`src/rtl/iwt_pkg.sv`:
```
package iwt_pkg;

    typedef struct packed {
        logic       run;
        logic       wdog;
        logic [2:0] csel;
        logic       osc_full;
    } iwt_cfg_t;

    typedef enum logic [1:0] {
        EV_NONE   = 2'd0,
        EV_IRQ    = 2'd1,
        EV_MASKED = 2'd2,
        EV_WDOG   = 2'd3
    } iwt_evt_t;

    localparam int unsigned SKIP_CODE = 7;
    localparam int unsigned TOP_STEP  = 8;

    // Interval exponent for a code; the top code jumps one step further.
    function automatic int unsigned span_log2(input logic [2:0] code,
                                              input int unsigned base);
        if (int'(code) == SKIP_CODE)
            return base + TOP_STEP;
        return base + int'(code);
    endfunction

endpackage

```
`src/rtl/iwt_cfg_regs.sv`:
```
module iwt_cfg_regs
    import iwt_pkg::*;
(
    input  logic       clk,
    input  logic       rst,
    input  logic       mode_we,
    input  logic       mode_run_d,
    input  logic       mode_wdog_d,
    input  logic       csel_we,
    input  logic [2:0] csel_d,
    input  logic       osc_we,
    input  logic       osc_full_d,
    output iwt_cfg_t   cfg,
    output logic       restart
);

    iwt_cfg_t cfg_q;

    assign restart = mode_we & mode_run_d;
    assign cfg     = cfg_q;

    always_ff @(posedge clk) begin
        if (rst) begin
            cfg_q <= '0;
        end else begin
            if (mode_we) begin
                // Both bits can only be set by software; reset clears them.
                cfg_q.run  <= cfg_q.run  | mode_run_d;
                cfg_q.wdog <= cfg_q.wdog | mode_wdog_d;
            end
            if (csel_we)
                cfg_q.csel <= csel_d;
            if (osc_we)
                cfg_q.osc_full <= osc_full_d;
        end
    end

    // watchdog selection cannot be undone by a write
    p_wdog_sticky_r5: assert property (@(posedge clk) disable iff (rst)
        cfg_q.wdog |=> cfg_q.wdog);

    // a start write always leaves the block running
    p_run_after_start_r2: assert property (@(posedge clk) disable iff (rst)
        restart |=> cfg_q.run);

endmodule

```
`src/rtl/iwt_tick_gen.sv`:
```
module iwt_tick_gen (
    input  logic clk,
    input  logic rst,
    input  logic run,
    input  logic osc_full,
    input  logic halt_i,
    input  logic stop_i,
    input  logic subclk_i,
    output logic tick
);

    logic half_q;
    logic hold;

    // Free-running divider: never cleared by register writes.
    always_ff @(posedge clk) begin
        if (rst)
            half_q <= 1'b0;
        else
            half_q <= ~half_q;
    end

    // HALT keeps the timer alive; STOP and subsystem clock freeze it.
    always_comb begin
        hold = stop_i | subclk_i;
        tick = run & ~hold & (osc_full | half_q);
    end

    // halt alone never blocks a full-rate tick of a running timer
    p_halt_runs_r6: assert property (@(posedge clk) disable iff (rst)
        (halt_i && run && osc_full && !stop_i && !subclk_i) |-> tick);

endmodule

```
`src/rtl/iwt_counter.sv`:
```
module iwt_counter
    import iwt_pkg::*;
#(
    parameter int unsigned BASE_LOG2 = 11,
    localparam int unsigned CW = BASE_LOG2 + TOP_STEP
) (
    input  logic          clk,
    input  logic          rst,
    input  logic          clr,
    input  logic          tick,
    input  logic [2:0]    csel,
    output logic [CW-1:0] cnt,
    output logic          expire
);

    logic [CW-1:0] limit;
    int unsigned   span;

    always_comb begin
        span  = span_log2(csel, BASE_LOG2);
        limit = '0;
        for (int i = 0; i < CW; i++)
            if (i < int'(span))
                limit[i] = 1'b1;
        // >= so a lowered code expires at once instead of wrapping
        expire = tick & (cnt >= limit);
    end

    always_ff @(posedge clk) begin
        if (rst || clr)
            cnt <= '0;
        else if (expire)
            cnt <= '0;
        else if (tick)
            cnt <= cnt + 1'b1;
    end

    // an expiry always restarts the count from zero
    p_wrap_zero_r1: assert property (@(posedge clk) disable iff (rst)
        expire |=> (cnt == '0));

endmodule

```
`src/rtl/interval_watchdog_timer.sv`:
```
module interval_watchdog_timer
    import iwt_pkg::*;
#(
    parameter int unsigned BASE_LOG2 = 11
) (
    input  logic       clk,
    input  logic       rst,
    input  logic       mode_we,
    input  logic       mode_run_d,
    input  logic       mode_wdog_d,
    input  logic       csel_we,
    input  logic [2:0] csel_d,
    input  logic       osc_we,
    input  logic       osc_full_d,
    input  logic       halt_i,
    input  logic       stop_i,
    input  logic       subclk_i,
    input  logic       mask_i,
    input  logic       prio_i,
    input  logic       pend_clr_i,
    output logic       irq_o,
    output logic       irq_prio_o,
    output logic       pend_o,
    output logic       wdog_rst_o
);

    localparam int unsigned CW = BASE_LOG2 + TOP_STEP;

    iwt_cfg_t      cfg;
    logic          restart;
    logic          tick;
    logic          expire;
    logic [CW-1:0] cnt;
    iwt_evt_t      evt;

    iwt_cfg_regs u_regs (
        .clk         (clk),
        .rst         (rst),
        .mode_we     (mode_we),
        .mode_run_d  (mode_run_d),
        .mode_wdog_d (mode_wdog_d),
        .csel_we     (csel_we),
        .csel_d      (csel_d),
        .osc_we      (osc_we),
        .osc_full_d  (osc_full_d),
        .cfg         (cfg),
        .restart     (restart)
    );

    iwt_tick_gen u_tick (
        .clk      (clk),
        .rst      (rst),
        .run      (cfg.run),
        .osc_full (cfg.osc_full),
        .halt_i   (halt_i),
        .stop_i   (stop_i),
        .subclk_i (subclk_i),
        .tick     (tick)
    );

    iwt_counter #(
        .BASE_LOG2 (BASE_LOG2)
    ) u_cnt (
        .clk    (clk),
        .rst    (rst),
        .clr    (restart),
        .tick   (tick),
        .csel   (cfg.csel),
        .cnt    (cnt),
        .expire (expire)
    );

    // Route each expiry to exactly one destination.
    always_comb begin
        evt = EV_NONE;
        if (expire) begin
            if (cfg.wdog)
                evt = EV_WDOG;
            else if (mask_i)
                evt = EV_MASKED;
            else
                evt = EV_IRQ;
        end
    end

    always_ff @(posedge clk) begin
        if (rst) begin
            irq_o      <= 1'b0;
            irq_prio_o <= 1'b0;
            wdog_rst_o <= 1'b0;
            pend_o     <= 1'b0;
        end else begin
            irq_o      <= (evt == EV_IRQ);
            irq_prio_o <= (evt == EV_IRQ) & prio_i;
            wdog_rst_o <= (evt == EV_WDOG);
            if (evt == EV_MASKED)
                pend_o <= 1'b1;
            else if (pend_clr_i)
                pend_o <= 1'b0;
        end
    end

    // interrupt request is a single-cycle pulse
    p_irq_pulse_r1: assert property (@(posedge clk) disable iff (rst)
        irq_o |=> !irq_o);

    // no interrupt request once watchdog mode was selected
    p_wdog_no_irq_r5: assert property (@(posedge clk) disable iff (rst)
        $past(cfg.wdog) |-> !irq_o);

    // reset requests and interrupts never coincide
    p_wdog_excl_r5: assert property (@(posedge clk) disable iff (rst)
        !(irq_o && wdog_rst_o));

    // stop freezes the count unless a start write clears it
    p_stop_freeze_r6: assert property (@(posedge clk) disable iff (rst)
        (stop_i && !restart) |=> $stable(cnt));

    // subsystem clock freezes the count unless a start write clears it
    p_subclk_freeze_r7: assert property (@(posedge clk) disable iff (rst)
        (subclk_i && !restart) |=> $stable(cnt));

    // a masked expiry never produces an interrupt pulse
    p_irq_unmasked_r8: assert property (@(posedge clk) disable iff (rst)
        irq_o |-> $past(!mask_i));

    // the priority qualifier only accompanies an interrupt
    p_prio_with_irq_r9: assert property (@(posedge clk) disable iff (rst)
        irq_prio_o |-> irq_o);

endmodule

```
`config.mk`:
```
export PLATFORM = sky130hd
export DESIGN_NAME = interval_watchdog_timer
export DESIGN_NICKNAME = d
export VERILOG_FILES = /design/src/rtl/iwt_pkg.sv /design/src/rtl/iwt_cfg_regs.sv /design/src/rtl/iwt_tick_gen.sv /design/src/rtl/iwt_counter.sv /design/src/rtl/interval_watchdog_timer.sv
export SDC_FILE = /design/constraint.sdc
export NUM_CORES = 1
export LEC_CHECK = 0
export ABC_AREA = 1
export BUFFER_PORTS_ARGS = -buffer_cell sky130_fd_sc_hd__buf_2
export CAP_MARGIN = 0
export CORE_UTILIZATION = 55
export CTS_BUF_LIST = sky130_fd_sc_hd__clkbuf_2
export DETAILED_ROUTE_END_ITERATION = 10
export PLACE_DENSITY = 0.88
export SYNTH_ARGS = -nofsm -noshare
export SYNTH_HDL_FRONTEND = slang
export SYNTH_SLANG_ARGS = --single-unit
```
`constraint.sdc`:
```
create_clock -name clk -period 2.4 [get_ports clk]
set_input_delay 0.12 -clock clk [delete_from_list [all_inputs] [get_ports clk]]
set_output_delay 0.12 -clock clk [all_outputs]
set_load 0.005 [all_outputs]
```
==> flow_summary.ini, run 1 <==
[status]
outcome = complete, but fails checks
violations = setup timing

[critical_path]
cp.buffers_inverters = 5
worstPathMaxFanout = 4
end_kind = flip-flop
crit_chain = inv_2, ha_4, inv_2, ha_4, nand2_2, nand3_1, o21ai_1, ha_1, nand3_1, inv_1, nand2_1, inv_2, nand2_1, nor2_1, nand2_1, nand4_4, nand2_4, buf_4, nor3b_2
arrival_ns = 2.92
max_stage_delay_ns = 0.37
cpMaxStageDelayCell = dfxtp_2
cp-start-kind = flip-flop
critPathTopFamily = simple AND/OR/NAND/NOR gates
critPathKind = reg2reg
cp.required_ns = 2.72

[synth]
ys_ff_latch = 30
postSynthCellCount = 274
synth_top_area_share_pct = 30.3
synth_ff_type = dfxtp_1
synth_seq_area_share_pct = 30.3
syn_area_per_cell_um2 = 7.22
synth_edf_count = 0
syn_area_um2 = 1980
synth.area.top_cells = dfxtp_1 (30%), ha_1 (11%), nand2_1 (11%), inv_1 (7.8%), nor2_1 (6.3%)
synthDistinctLibCells = 30
ys_warn_count = 0
synthArstFlopShare_pct = 0
synth_area_leader_cell = dfxtp_1
syn-num-nets = 309

[route]
dr.pass1.iters = 4
vias_per_cell = 5.19
drt_iter0_drc = 110
finalWirelength_mm = 5.13
wl_per_cell_um = 13.6
postRouteAntennaNets = 0
dr_total_vias = 1952
drc = 0

[cells_and_area]
fin_nets = 364
fillers = 225
syn2layout_area_growth_pct = 27.4
final_area_um2 = 2520
antenna-diode-count = 0
drive_gt1_share_pct = 30.6
final_cell_mix = nand2_1 (55), inv_1 (34), nor2_1 (31)
multi_input_area_um2 = 1320
layout_commonest_cell = nand2_1
register_area_um2 = 603

[sta]
setup_tns_ns = -3.87
final_min_period_over_clock_period_pct = 108
report.final.slew_viol_count = 0
finalCriticalPeriod_ns = 2.60
skew_ns = 0.0207
tightest_slew_ns = 0.934
max_freq_ghz = 0.385
timing.final.hold_violations = 0
hold_ws_ns = 0.00736
setup-violations-final = 23
setup_ws_ns = -0.200
timing.slew.headroom_pct = 37.7
rsz0062_at_grt = true

[grt]
antenna_found_initial = 0
gr-total-overflow = 0
first_global_vias = 1771
grt_usage_pct = 26.1
grt_pass1_wl_mm = 7.18
grt_start_max_net_pins = 20

[place]
postPlaceCellArea_um2 = 2290
portBuffers = 19
dpl.hpwl_mm = 3.54
pre_cts_ws_ns = -0.238
place.gp.congestion = 0.974

[clock_network]
cts_buffer_depth = 2
htreeDepth = 2
cts_buffers = 5
cts_sinks = 30
clk_latency_ns = 0.37
cts.root.buffer_cell = clkbuf_2
clk_pin_slew_ns = 0.17
cts_tree = yes

[worst_hold_path]
min_path_type = in2reg

[die]
die_area_um2 = 3840
ios = 21
core_um2 = 3390
rows = 21
die_w_um = 62.0
die_h_um = 62.0
initial_utilization_pct = 58.4

[flow_run]
max_cap_viol_count = 0

[power_and_ir_drop]
ir_drop_uv = 318
p_leak_nw = 1.19
power.total_mw = 1.00
power.density_nw_per_um2 = 398
per-stage QoR:
stage | utilization [%] | instances
after floorplan | - | 274
after global placement | 67.4 | 357
after detailed placement | 67.4 | 357
after CTS | 71.8 | 372
after global routing | 74.4 | 376
final | 74.4 | 376
power breakdown:
group	switching (mW)	internal, mW	total (mW)
Clock	0.186	0.0663	0.252
Combinational	0.125	0.111	0.235
Sequential	0.00837	0.507	0.516
Total	0.319	0.684	1.00
routing by layer:
layer	GRT usage [%]	routed length, µm
met1	28.2	2090
met2	47.1	2630
met3	6.42	196
met4	12.7	206
met5	0	0
registers in the layout (all words and copies together) (netlist names):
name	count
pend_o	1
u_regs.cfg	6
irq_prio_o	1
irq_o	1
u_tick.half_q	1
wdog_rst_o	1
u_cnt.cnt	19
cell usage after synthesis (3+ instances only):
cell       n
a211oi_1   3
nand2_1   57
inv_1     41
nor2_2     9
or2_2      3
nor2_1    33
nor3_1     5
xnor2_1    6
ha_1      18
dfxtp_1   30
nand4_1    6
nand3_1   10
nor2_4     3
xor2_1     8
o21ai_0    8
a21oi_1   15
nand2_4    4
path summary, 6_finish.rpt:
check | start | end | slack [ns] | cells after the start
worst max register to register | u_regs.cfg[2] | wdog_rst_o | -0.20 | 19
worst min-delay path | csel_d[0] | u_regs.cfg[1] | 0.007 | 3
worst max-delay path | u_regs.cfg[2] | wdog_rst_o | -0.20 | 19
worst min register to register | u_tick.half_q | u_tick.half_q | 0.46 | 1
kinds of logic (layout without fill, tap and decap cells):
logic type      Yosys count  in the layout  share of synthesized area [%]
simple gates            138            139                           34.1
buf+inv                  44             99                           9.29
flops                    30             30                           30.3
compound gates           29             29                           8.15
fa+ha+maj                18             18                           11.4
xor+xnor                 14             14                           6.19
mux                       1              1                          0.506
worst register-to-register path, cell delays in order (launching register included):
cell and delay (ns):
dfxtp_2 0.37, inv_2 0.07, ha_4 0.13, inv_2 0.04
ha_4 0.28, nand2_2 0.07, nand3_1 0.11, o21ai_1 0.08
ha_1 0.29, nand3_1 0.08, inv_1 0.08, nand2_1 0.08
inv_2 0.08, nand2_1 0.08, nor2_1 0.09, nand2_1 0.09
nand4_4 0.12, nand2_4 0.12, buf_4 0.17, nor3b_2 0.13
layout make-up:
| class | instances | share of cell area, % |
|---|---|---|
| Multi-Input combinational cell | 201 | 52.4 |
| Sequential cell | 30 | 23.9 |
| Timing Repair Buffer | 49 | 13.4 |
| Inverter | 42 | 6.35 |
| Tap cell | 46 | 2.28 |
| Clock buffer | 5 | 0.992 |
| Clock inverter | 3 | 0.645 |
repair_timing:
action,CTS,global route
hold buffers,4,2
endpoints found under the setup margin,23,23
pin swaps,1,5
buffers inserted,3,1
endpoints found under the hold margin,3,2
gates cloned,0,1
resized for setup,13,13
Power figures use the tool's default switching activity.
==> run 2, diff against run 1 <==
--- a/config.mk
+++ b/config.mk
@@ -8,9 +8,11 @@
 export ABC_AREA = 1
 export BUFFER_PORTS_ARGS = -buffer_cell sky130_fd_sc_hd__buf_2
 export CAP_MARGIN = 0
+export CORE_ASPECT_RATIO = 1.75
 export CORE_UTILIZATION = 55
 export CTS_BUF_LIST = sky130_fd_sc_hd__clkbuf_2
 export DETAILED_ROUTE_END_ITERATION = 10
+export GPL_ROUTABILITY_DRIVEN = 0
 export PLACE_DENSITY = 0.88
 export SYNTH_ARGS = -nofsm -noshare
 export SYNTH_HDL_FRONTEND = slang
==> flow_summary.ini, run 2 (same netlist as run 1, synthesis figures left out) <==
[power_and_ir_drop]
p_leak_nw = 1.24
power.density_nw_per_um2 = 436
ir_drop_uv = 353

[sta]
setup_tns_ns = -8.26
final_min_period_over_clock_period_pct = 117
rsz0062_at_grt = true
skew_ns = 0.00433
timing.slew.headroom_pct = 10.8
hold_ws_ns = -0.00440
report.final.slew_viol_count = 0
setup-violations-final = 23
max_freq_ghz = 0.355
setup_ws_ns = -0.417
finalCriticalPeriod_ns = 2.82
timing.final.hold_violations = 1
tightest_slew_ns = 1.34

[cells_and_area]
top_register = u_cnt.cnt
layout_commonest_cell = nand2_1
fin_nets = 373
syn2layout_area_growth_pct = 35.1
final_cell_mix = nand2_1 (55), inv_1 (35), nor2_1 (29)
antenna-diode-count = 0
largest_reg_flops = 19
fillers = 222
stdcell_count = 384
drive_gt1_share_pct = 31.9

[flow_run]
max_cap_viol_count = 0

[clock_network]
cts_sinks = 30
clk_latency_ns = 0.38
cts.root.buffer_cell = clkbuf_2
cts_buffers = 5
htreeDepth = 2
cts_tree = yes
cts_buffer_depth = 2
clk_pin_slew_ns = 0.16

[die]
rows = 28
ios = 21
die_area_um2 = 3850
die_h_um = 81.4
core_um2 = 3400
initial_utilization_pct = 58.2
die_w_um = 47.4

[critical_path]
critPathKind = reg2reg
worstPathMaxFanout = 6
arrival_ns = 3.14
critPathMostFrequentCell = inv_2
cpMaxStageDelayCell = dfxtp_2
cp.required_ns = 2.73
critPathTopFamily = simple AND/OR/NAND/NOR gates
cp-start-kind = flip-flop
crit_chain = inv_2, ha_4, inv_2, ha_4, inv_4, nand2_8, inv_4, nand2_4, inv_2, o21a_1, ha_1, nand2_1, nand3b_1, a21oi_2, nor2_1, nand2_1, nand2_2, nand4_4, nand2_8, buf_6, nor3b_2
max_stage_delay_ns = 0.39
reg2reg_slack_ns = -0.42
end_kind = flip-flop
cp.buffers_inverters = 6

[route]
wl_per_cell_um = 16.6
drc = 0
vias_per_cell = 5.69
drt_iter0_drc = 133
dr_total_vias = 2186
postRouteAntennaNets = 0
dr.pass1.iters = 6
finalWirelength_mm = 6.37

[grt]
grt_start_max_net_pins = 11
antenna_found_initial = 0
gr-total-overflow = 0
first_global_vias = 2082
grt_usage_pct = 32.8
grt_pass1_wl_mm = 8.89

[place]
dpl.hpwl_mm = 3.64
dpl.cell_count = 358
portBuffers = 19
pre_cts_ws_ns = -0.276

[status]
outcome = complete, but fails checks
violations = hold timing, setup timing

[worst_hold_path]
min_path_type = in2reg
==> run 2: cell types whose count changed in the layout (fill, tap and decap cells not counted), moves of 2 or more <==
cell / before / now
a21oi_1: 7 / 9
a21oi_2: 8 / 6
buf_4: 23 / 26
clkbuf_2: 5 / 7
dlygate4sd3_1: 6 / 9
inv_2: 7 / 5
nor2_1: 31 / 29
nor2_2: 10 / 6
nor2_4: 4 / 10
==> run 2: worst paths after layout <==
kind / startpoint / to / cells past startpoint
worst max-delay path: u_regs.cfg[2] / wdog_rst_o / 21
worst min-delay path: csel_d[1] / u_regs.cfg[2] / 3
worst max register to register: u_regs.cfg[2] / wdog_rst_o / 21
worst min register to register: u_tick.half_q / u_tick.half_q / 1
==> run 2: worst register-to-register path, delay by kind of cell (launching register included) <==
| family | cells | cell delay, ns |
|---|---|---|
| buf+inv | 6 | 0.38 |
| simple gates | 10 | 1.07 |
| compound gates | 2 | 0.35 |
| flops | 1 | 0.39 |
| fa+ha+maj | 3 | 0.58 |
==> run 2: final cells by class <==
class | instances | area [µm²] | share of cell area (%)
Clock buffer | 7 | 35.0 | 1.31
Clock inverter | 1 | 30.0 | 1.12
Inverter | 42 | 163 | 6.08
Multi-Input combinational cell | 203 | 1380 | 51.8
Sequential cell | 30 | 603 | 22.6
Tap cell | 45 | 56.3 | 2.11
Timing Repair Buffer | 56 | 403 | 15.1
==> run 2: repair_timing <==
item                                    CTS  global route
gates cloned                              1             2
resized for setup                        21            15
endpoints found under the setup margin   23            23
hold endpoints to repair                  6             0
setup buffers                             1             5
pin swaps                                 4            10
hold buffers                              9             0
==> run 2: metal layers <==
layer  track usage [%]  vias to the layer above  wire length (µm)
li1                  -                     1005                 -
met1              31.8                     1014              2170
met2              59.2                      118              3410
met3              5.56                       49               356
met4              20.9                        0               432
met5                 0                        -                 0
==> run 2: report_power, final <==
group / switching, mW / leakage (nW) / total [mW] / internal [mW]
Combinational: 0.146 / 0.949 / 0.276 / 0.129
Clock: 0.188 / 0.0432 / 0.374 / 0.186
Sequential: 0.00820 / 0.244 / 0.515 / 0.507
==> run 2: stage by stage <==
step	area, µm²	power (mW)	hold slack (ns)	util, %
CTS	2550	1.11	0.00261	75.1
global placement	2300	0.716	0.334	67.7
global route	2670	1.20	0.0116	78.7
detailed placement	2300	0.723	0.365	67.7
finish	2670	1.16	-0.00440	78.7
floorplan	2010	0.640	0.232	-
==> run 3, diff against run 2 <==
--- a/config.mk
+++ b/config.mk
@@ -5,15 +5,16 @@
 export SDC_FILE = /design/constraint.sdc
 export NUM_CORES = 1
 export LEC_CHECK = 0
-export ABC_AREA = 1
+export ABC_AREA = 0
 export BUFFER_PORTS_ARGS = -buffer_cell sky130_fd_sc_hd__buf_2
 export CAP_MARGIN = 0
 export CORE_ASPECT_RATIO = 1.75
-export CORE_UTILIZATION = 55
+export CORE_UTILIZATION = 54
 export CTS_BUF_LIST = sky130_fd_sc_hd__clkbuf_2
 export DETAILED_ROUTE_END_ITERATION = 10
 export GPL_ROUTABILITY_DRIVEN = 0
-export PLACE_DENSITY = 0.88
+export PLACE_DENSITY = 0.78
 export SYNTH_ARGS = -nofsm -noshare
 export SYNTH_HDL_FRONTEND = slang
+export SYNTH_HIERARCHICAL = 1
 export SYNTH_SLANG_ARGS = --single-unit
==> flow_summary.ini, run 3 <==
[worst_hold_path]
hold_depth = 3
min_path_type = in2reg
hold_path_startpoint = csel_we
min_to = u_regs/cfg[1]

[sta]
timing.final.hold_violations = 0
final_min_period_over_clock_period_pct = 132
setup_tns_ns = -15.60
report.final.slew_viol_count = 0
setup_ws_ns = -0.762
skew_ns = 0.0172
rsz0062_at_grt = true
tightest_slew_ns = 0.597
timing.slew.headroom_pct = 60.2
setup-violations-final = 23
finalCriticalPeriod_ns = 3.16
max_freq_ghz = 0.316

[clock_network]
cts.root.buffer_cell = clkbuf_2
clk_pin_slew_ns = 0.17
clk_latency_ns = 0.37
cts_buffers = 5
cts_sinks = 30
cts_buffer_depth = 2
cts_tree = yes
htreeDepth = 2

[cells_and_area]
syn2layout_area_growth_pct = 41.3
fin_nets = 311
final_cell_mix = buf_4 (33), dfxtp_1 (28), nor2_1 (20)
fin_util_pct = 80.7
layout_commonest_cell = buf_4
largest_reg_flops = 19
top_register = u_cnt/cnt
antenna-diode-count = 0
drive_gt1_share_pct = 35.4
final_area_um2 = 2560

[synth]
synth-xor-area-share_pct = 8.21
yosysMostFrequentCell = dfxtp_1
ys_warn_count = 6
synth_top_family_by_area = simple AND/OR/NAND/NOR gates
synth.area.top_cells = dfxtp_1 (33%), ha_1 (12%), nor3_1 (6.1%), xor2_1 (5.3%), nor2_1 (4.1%)
synth_area_leader_cell = dfxtp_1
syn_area_um2 = 1810
synthDistinctLibCells = 45
syn_area_per_cell_um2 = 8.76
synth_edf_count = 0
synth.area.mux_share_pct = 2.76
synthSimpleGateAreaFrac_pct = 26.6
synthArstFlopShare_pct = 0
yosys.area_share.adder_pct = 12.4
synth_top_area_share_pct = 33.1
synth_ff_type = dfxtp_1
synth_commonest_cells = dfxtp_1 (30), nor3_1 (22), nor2_1 (20)
synth_seq_area_share_pct = 33.1
ys_ff_latch = 30
postSynthCellCount = 207
syn-num-nets = 242
synth_compound_area_share_pct = 13.5

[status]
violations = setup timing
outcome = complete, but fails checks

[critical_path]
critPathTopFamily = simple AND/OR/NAND/NOR gates
reg2reg_slack_ns = -0.76
cp.buffers_inverters = 2
cp.required_ns = 2.73
r2r_start = u_regs/cfg[1]
critPathMostFrequentCell = ha_4
worst_r2r_endpoint = irq_prio_o
worstPathMaxFanout = 4
reg2reg_depth = 14
cp-start-kind = flip-flop
max_stage_delay_ns = 0.54
crit_chain = inv_4, ha_4, inv_2, ha_4, a211o_1, nand2_1, ha_1, nand4_1, or4_4, a31oi_4, nor3_4, a311oi_4, nor4b_4, and2_1
arrival_ns = 3.49
cpMaxStageDelayCell = or4_4
end_kind = flip-flop
critPathKind = reg2reg
crit_cells = 14
crit_path_start = u_regs/cfg[1]

[power_and_ir_drop]
p_leak_nw = 1.07
power.total_uw = 979
ir_drop_uv = 446
pwr-share-comb_pct = 21.5
p_int_uw = 684
p_sw_uw = 296
power.density_nw_per_um2 = 382
power.share.clock_pct = 26.1
pwr-share-seq_pct = 52.5
switching_share_pct = 30.2

[route]
drc = 0
drt_iter0_drc = 58
dr_total_vias = 1866
dr.pass1.iters = 5
vias_per_cell = 5.83
postRouteAntennaNets = 0
wl_per_cell_um = 16.3
finalWirelength_mm = 5.20

[die]
initial_utilization_pct = 57.1
rows = 27
die_h_um = 78.7
die_area_um2 = 3600
ios = 21
die_w_um = 45.8
core_um2 = 3180

[grt]
grt_pass1_wl_mm = 8.16
grt_usage_pct = 31.6
antenna_found_initial = 0
grt_start_max_net_pins = 21
gr-total-overflow = 0
first_global_vias = 1801

[place]
postPlaceCellArea_um2 = 2230
portBuffers = 19
dpl.hpwl_mm = 3.45
pre_cts_ws_ns = -0.671

[flow_run]
max_cap_viol_count = 0
## run 3: layout make-up
class                      instances  area [µm²]
inverter                           9        36.3
timing repair buffer              66         504
sequential                        30         606
fill                             209         614
multi-input combinational        164        1320
clock buffer                       5        25.0
tap                               43        53.8
clock inverter                     3        16.3
## run 3: kinds of logic (layout without fill, tap and decap cells)
logic type,after synthesis,count (layout)
muxes,5,5
and+or+nand+nor,90,90
AOI/OAI and AO/OA,34,34
adders and majority gates,18,18
xor gates and xnor gates,17,17
DFF,30,30
buffers and inverters,13,83
## run 3: metrics by stage
step / hold slack, ns / instances
2_1_floorplan: 0.183 / 207
3_3_place_gp: 0.328 / 292
3_5_place_dp: 0.343 / 292
4_1_cts: 0.00506 / 315
5_1_grt: 0.0336 / 320
6_report: 0.0449 / 320
## run 3: how the worst max path moves through the flow
stage / endpoint / slack, ns
6_report: irq_prio_o / -0.76
3_3_place_gp: pend_o / -0.61
3_5_place_dp: irq_prio_o / -0.67
5_1_grt: pend_o / -0.86
4_1_cts: pend_o / -0.67
2_1_floorplan: irq_prio_o / -0.75
## run 3: power groups by stage
stage,logic (mW),registers [mW],clock network [mW]
finish,0.210,0.514,0.255
global placement,0.165,0.524,0
global route,0.226,0.515,0.277
detailed placement,0.168,0.524,0
CTS,0.196,0.513,0.261
floorplan,0.0960,0.524,0
## run 3: repair_timing
action	in CTS	in global routing
pin swaps	2	9
hold buffers	10	1
gates resized for setup	2	22
cloned	0	1
setup buffers	5	3
endpoints found under the hold margin	9	1
setup endpoints to repair	23	23
## run 3: worst reg2reg max path: stages (launching register included)
cell      delay [ns]
dfxtp_4         0.39
inv_4           0.05
ha_4            0.11
inv_2           0.04
ha_4            0.27
a211o_1         0.15
nand2_1         0.07
ha_1            0.27
nand4_1         0.12
or4_4           0.55
a31oi_4         0.22
nor3_4          0.07
a311oi_4        0.29
nor4b_4         0.32
and2_1          0.20
## run 3: metal layers
layer  vias to the layer above  track usage, %  wire (µm)
li1                        893               -          -
met1                       881            32.3       1860
met2                        64            55.1       2860
met3                        28            6.21        175
met4                         0            19.4        304
met5                         -               0          0
